[config.mk]
export PLATFORM = sky130hd
export DESIGN_NAME = serrx_top
export DESIGN_NICKNAME = d
export VERILOG_FILES = /design/src/rtl/serrx_pkg.sv /design/src/rtl/serrx_front.sv /design/src/rtl/serrx_deser.sv /design/src/rtl/serrx_top.sv
export SDC_FILE = /design/constraint.sdc
export NUM_CORES = 1
export LEC_CHECK = 0
export ABC_CLOCK_PERIOD_IN_PS = 2400
export BUFFER_PORTS_ARGS = -buffer_cell sky130_fd_sc_hd__buf_2
export CAP_MARGIN = 20
export CELL_PAD_IN_SITES_DETAIL_PLACEMENT = 0
export CELL_PAD_IN_SITES_GLOBAL_PLACEMENT = 1
export CORE_MARGIN = 3
export CORE_UTILIZATION = 43
export DETAILED_ROUTE_END_ITERATION = 6
export PLACE_DENSITY_LB_ADDON = 0.1
export SYNTH_ARGS = -nofsm -noshare
export SYNTH_HDL_FRONTEND = slang
export SYNTH_HIERARCHICAL = 1
export SYNTH_SLANG_ARGS = --single-unit
[constraint.sdc]
create_clock -name clk -period 2.4 [get_ports clk]
set_input_delay 0.48 -clock clk [delete_from_list [all_inputs] [get_ports clk]]
set_output_delay 0.48 -clock clk [all_outputs]
set_load 0.01 [all_outputs]
[src/rtl/serrx_pkg.sv]
package serrx_pkg;

    localparam int SMP_W = 16;
    localparam int PAIR_W = 2 * SMP_W;

    typedef enum logic {
        FRM_PULSE  = 1'b0,
        FRM_WINDOW = 1'b1
    } frm_mode_e;

    typedef struct packed {
        logic stb;
        logic dat;
        logic mark;
    } bit_ev_t;

    typedef struct packed {
        logic [SMP_W-1:0] i;
        logic [SMP_W-1:0] q;
    } cplx_t;

    function automatic cplx_t split_pair(input logic [PAIR_W-1:0] v);
        cplx_t r;
        r.i = v[PAIR_W-1:SMP_W];
        r.q = v[SMP_W-1:0];
        return r;
    endfunction

endpackage

[src/rtl/serrx_front.sv]
module serrx_front
    import serrx_pkg::*;
#(
    parameter int STAGES = 2
) (
    input  logic    clk,
    input  logic    rst,
    input  logic    fall_edge,
    input  logic    strb_low,
    input  logic    ser_clk,
    input  logic    ser_frm,
    input  logic    ser_dat,
    output bit_ev_t ev
);

    localparam int TOP = STAGES - 1;

    logic [TOP:0] ck_q;
    logic [TOP:0] fr_q;
    logic [TOP:0] dt_q;
    logic         ck_old;
    logic         rise;
    logic         fall;

    generate
        if (STAGES == 1) begin : g_one
            always_ff @(posedge clk) begin
                if (rst) begin
                    ck_q <= '0;
                    fr_q <= '0;
                    dt_q <= '0;
                end else begin
                    ck_q <= ser_clk;
                    fr_q <= ser_frm;
                    dt_q <= ser_dat;
                end
            end
        end else begin : g_chain
            always_ff @(posedge clk) begin
                if (rst) begin
                    ck_q <= '0;
                    fr_q <= '0;
                    dt_q <= '0;
                end else begin
                    ck_q <= {ck_q[TOP-1:0], ser_clk};
                    fr_q <= {fr_q[TOP-1:0], ser_frm};
                    dt_q <= {dt_q[TOP-1:0], ser_dat};
                end
            end
        end
    endgenerate

    always_ff @(posedge clk) begin
        if (rst) ck_old <= 1'b0;
        else     ck_old <= ck_q[TOP];
    end

    always_comb begin
        rise    = ck_q[TOP] & ~ck_old;
        fall    = ~ck_q[TOP] & ck_old;
        ev.stb  = fall_edge ? fall : rise;
        ev.dat  = dt_q[TOP];
        ev.mark = fr_q[TOP] ^ strb_low;
    end

    // a detected edge needs a level change, so two never come back to back
    p_single_edge_r2: assert property (@(posedge clk) disable iff (rst)
        ev.stb |=> !ev.stb);

endmodule

[src/rtl/serrx_deser.sv]
module serrx_deser
    import serrx_pkg::*;
(
    input  logic      clk,
    input  logic      rst,
    input  frm_mode_e mode,
    input  bit_ev_t   ev,
    output logic      valid,
    output cplx_t     word
);

    localparam int CW = $clog2(PAIR_W + 1);
    localparam logic [CW-1:0] LAST = CW'(PAIR_W - 1);

    logic [CW-1:0]     cnt;
    logic [PAIR_W-1:0] sh;
    logic [PAIR_W-1:0] nxt;
    logic              take;
    logic              restart;

    always_comb begin
        nxt     = {sh[PAIR_W-2:0], ev.dat};
        restart = (mode == FRM_PULSE) && ev.mark;
        if (mode == FRM_WINDOW) take = ev.stb && ev.mark;
        else                    take = ev.stb && (ev.mark || (cnt != '0));
    end

    always_ff @(posedge clk) begin
        if (rst) begin
            cnt   <= '0;
            sh    <= '0;
            word  <= '0;
            valid <= 1'b0;
        end else begin
            valid <= 1'b0;
            if (take) begin
                sh <= nxt;
                if (restart) begin
                    cnt <= CW'(1);
                end else if (cnt == LAST) begin
                    cnt   <= '0;
                    word  <= split_pair(nxt);
                    valid <= 1'b1;
                end else begin
                    cnt <= cnt + CW'(1);
                end
            end
        end
    end

    // one pulse per sample, never on two cycles in a row
    p_valid_gap_r8: assert property (@(posedge clk) disable iff (rst)
        valid |=> !valid);

    // a pulse-mode strobe always puts the count just past bit 0
    p_restart_r5: assert property (@(posedge clk) disable iff (rst)
        (ev.stb && mode == FRM_PULSE && ev.mark) |=> (cnt == CW'(1)));

    // a window-mode bit outside the window leaves the count alone
    p_window_hold_r6: assert property (@(posedge clk) disable iff (rst)
        (ev.stb && mode == FRM_WINDOW && !ev.mark) |=> $stable(cnt));

    // without a detected edge nothing is counted
    p_idle_hold_r2: assert property (@(posedge clk) disable iff (rst)
        !ev.stb |=> $stable(cnt));

    // the count never reaches the sample length
    p_cnt_range_r7: assert property (@(posedge clk) disable iff (rst)
        cnt <= LAST);

    // the sample word moves only together with the valid pulse
    p_word_hold_r9: assert property (@(posedge clk) disable iff (rst)
        !valid |-> $stable(word));

endmodule

[src/rtl/serrx_top.sv]
module serrx_top
    import serrx_pkg::*;
#(
    parameter int SYNC_STAGES = 2
) (
    input  logic             clk,
    input  logic             rst,
    input  logic             cfg_fall_edge,
    input  logic             cfg_strb_low,
    input  logic             cfg_window,
    input  logic             ser_clk,
    input  logic             ser_frm,
    input  logic             ser_dat,
    output logic             smp_valid,
    output logic [SMP_W-1:0] smp_i,
    output logic [SMP_W-1:0] smp_q
);

    bit_ev_t   ev;
    cplx_t     word;
    frm_mode_e mode;

    assign mode = frm_mode_e'(cfg_window);

    serrx_front #(.STAGES(SYNC_STAGES)) u_front (
        .clk       (clk),
        .rst       (rst),
        .fall_edge (cfg_fall_edge),
        .strb_low  (cfg_strb_low),
        .ser_clk   (ser_clk),
        .ser_frm   (ser_frm),
        .ser_dat   (ser_dat),
        .ev        (ev)
    );

    serrx_deser u_deser (
        .clk   (clk),
        .rst   (rst),
        .mode  (mode),
        .ev    (ev),
        .valid (smp_valid),
        .word  (word)
    );

    assign smp_i = word.i;
    assign smp_q = word.q;

    // the first cycle after reset shows an empty output
    p_reset_clear_r1: assert property (@(posedge clk)
        $fell(rst) |-> (!smp_valid && smp_i == '0 && smp_q == '0));

endmodule

==> results.py <==
metrics = {
    "floorplan": {
        "dieArea_um2": 8390,
        "ios": 41,
        "start_util_pct": 45.4,
        "core.rowCount": 30,
        "chipHeight_um": 91.6,
        "die_w_um": 91.6,
        "core-area_um2": 6940,
    },
    "pwr": {
        "p_sw_mw": 0.520,
        "clkPwrFrac_pct": 41.8,
        "p_sw_share_pct": 22.1,
        "p_int_mw": 1.83,
        "pwr-share-seq_pct": 54.7,
        "powerDensity_nw_per_um2": 645,
        "peakVddDrop_uv": 298,
        "comb_power_share_pct": 3.6,
        "p_leak_nw": 1.29,
    },
    "clock_tree": {
        "root_buffer": "clkbuf_8",
        "post_cts_buffers": 0,
        "clock_path_buffers": 2,
        "cts_tree": "done",
        "clock_sinks": 77,
        "cts_made_buffers": 9,
        "path_clk_slew_ps": 80,
        "post_cts_resized": 0,
        "clk_latency_ps": 340,
        "hold_buffers": 0,
        "cts_max_level": 3,
    },
    "sta": {
        "fin_skew_ps": 9.20,
        "max_freq_mhz": 550,
        "rsz0062_at_grt": "no",
        "timing.final.ws_setup_ps": 581,
        "finalSetupViolations": 0,
        "fin_crit_sh_pct": 75.8,
        "worst_pin_slew_ps": 579,
        "maxSlewViolCount": 0,
        "relSlewSlack_pct": 61.4,
        "min_period_ps": 1820,
        "hold_violations": 0,
        "finalSetupTns_ps": 0,
    },
    "logic_synthesis": {
        "synth_xor_area_share_pct": 0.278,
        "synthCells": 339,
        "avgSynthCellArea_um2": 9.30,
        "ys.warnings.count": 6,
        "synth_fp_nets": 349,
        "yosysTopAreaCell": "dfxtp_1",
        "synth_fa_ha_area_share_pct": 0.794,
        "synth_compound_area_share_pct": 9.53,
        "synth_top_flop_cell": "dfxtp_1",
        "synth-simple-area-share_pct": 25.7,
        "synth-edff-count": 0,
        "yosysTopAreaCellShare_pct": 48.9,
        "ys_ff_latch": 77,
        "synthMuxAreaShare_pct": 10.5,
        "yosysMostFrequentCell": "dfxtp_1",
        "synth_top_family_by_area": "simple AND/OR/NAND/NOR gates",
        "syn_area_um2": 3150,
        "synthTopCellsByArea": "dfxtp_1, nand2b_1, mux2i_1",
        "synthArstFlopShare_pct": 0,
        "yosys-top-cells-count": "dfxtp_1, nand2b_1, nand2_1",
        "ys_seq_area_share_pct": 48.9,
        "ys_types": 34,
    },
    "critical_path": {
        "critPathKind": "reg2reg",
        "cpMaxStageDelayCell": "or4_4",
        "cp-start-kind": "flop",
        "r2r_setup_slack_ps": 580,
        "worst_r2r_path_depth": 5,
        "slowest_delay_ps": 590,
        "cp_max_fo": 11,
        "cp.required_ps": 2620,
        "cp-end-kind": "flop",
        "worstPathArrival_ps": 2040,
        "timing.rr.start": "u_deser/cnt[5]",
        "r2r_end": "u_deser/word[20]",
        "critical_path.cell_chain": "or4_4, o2111ai_4, nor3_4, buf_4, mux2i_1",
    },
    "route": {
        "detail-route-antenna-nets": 0,
        "initialDrtViolationCount": 72,
        "first_pass_iters": 4,
        "drc": 0,
        "wl_per_cell_um": 11.3,
        "totalWireLength_mm": 5.39,
        "via_per_inst": 4.73,
        "vias": 2256,
    },
    "final_layout": {
        "drive_gt1_share_pct": 17.8,
        "syn_to_final_growth_pct": 15.7,
        "nets": 386,
        "num_antenna_cells": 0,
    },
    "hold_path": {
        "holdCritStartpoint": "ser_clk",
        "holdCritPathClass": "in2reg",
        "holdPathEnd": "u_front/ck_q[0]",
        "min_path_cells": 2,
    },
    "job": {
        "cap_violations": 0,
    },
    "global_routing": {
        "grt_pass1_wl_mm": 9.44,
        "antenna_found_initial": 0,
        "grt_use_total_pct": 13.6,
        "grt_pass1_vias": 2077,
        "gr-total-overflow": 0,
        "grt_max_degree": 56,
    },
    "placed_design": {
        "preCtsSetupSlack_ps": 272,
        "port_buffers": 40,
        "gp_routability_congestion": 0.780,
        "dp_hpwl_mm": 3.37,
    },
    "run_status": {
        "outcome": "finished, final reports clean",
    },
}
per-layer routing:
metal / GRT usage [%] / vias to the layer above / wire, um
li1: - / 1186 / -
met3: 3.04 / 6 / 221
met2: 20.3 / 39 / 2350
met4: 6.03 / 0 / 63
met1: 18.9 / 1025 / 2760
met5: 0 / - / 0
power groups by stage:
stage,clock network [mW],logic (mW),registers [mW]
floorplan,0,0.0634,1.31
global placement,0,0.0860,1.31
detailed placement,0,0.0864,1.31
CTS,1.02,0.0864,1.28
global route,1.07,0.0938,1.29
finish,0.981,0.0842,1.28
sequential cells by signal, indices dropped and copies added, names as in the netlist:
signal          flops
u_deser/word       32
u_deser/sh         31
u_deser/cnt         6
u_front/ck_q        2
u_front/dt_q        2
u_front/fr_q        2
u_deser/valid       1
u_front/ck_old      1
how the worst max path moves through the flow:
stage,startpoint,to,slack [ps],cells past startpoint
final,u_deser/cnt[5],u_deser/word[20],580,5
after global routing,u_deser/cnt[5],u_deser/sh[28],430,5
after CTS,u_front/fr_q[1],u_deser/word[22],540,6
after detailed placement,cfg_strb_low,u_deser/word[22],270,7
after global placement,cfg_strb_low,u_deser/word[20],360,7
after floorplan,cfg_strb_low,u_deser/word[0],530,6
cells in the final DEF (no fill, tap or decap), types with 2 or more instances in the layout:
| master | n |
|---|---|
| clkbuf_8 | 10 |
| o21ai_0 | 3 |
| nand2_1 | 64 |
| dfxtp_1 | 77 |
| inv_1 | 5 |
| buf_2 | 40 |
| clkinvlp_4 | 2 |
| a31oi_1 | 2 |
| ha_1 | 2 |
| nand3_1 | 2 |
| nand2b_1 | 68 |
| a21oi_1 | 32 |
| buf_12 | 3 |
| nor2b_1 | 9 |
| mux2i_1 | 33 |
| or3_1 | 2 |
| buf_4 | 4 |
worst max-delay path, delay by kind of cell (launching register included):
kind            cells  cell delay, ps
buf+inv             1             210
compound gates      1             310
flops               1             380
mux                 1             130
simple gates        2             660
area by class of cell:
type | instances | area, um2
Fill cell | 667 | 3300
Sequential cell | 77 | 1540
Multi-Input combinational cell | 236 | 1480
Timing Repair Buffer | 47 | 290
Clock buffer | 11 | 141
Tap cell | 96 | 120
Clock inverter | 5 | 58.8
Inverter | 5 | 18.8
cell families after synthesis:
| kind of cell | after synthesis |
|---|---|
| adders and majority gates | 2 |
| DFF | 77 |
| and+or+nand+nor | 153 |
| AOI/OAI and AO/OA | 47 |
| xor gates and xnor gates | 1 |
| buffers and inverters | 26 |
| muxes | 33 |
metrics by stage:
stage	util, %	hold WS (ps)	std cells	power, mW	cell area [um2]
2_1_floorplan	-	414	339	1.38	3150
6_report	52.5	350	477	2.35	3650
5_1_grt	52.5	361	477	2.45	3650
4_1_cts	52.5	329	477	2.39	3650
3_3_place_gp	49.6	428	461	1.40	3450
3_5_place_dp	49.6	425	461	1.40	3450
Note: power is estimated with default switching activity, not from simulation.
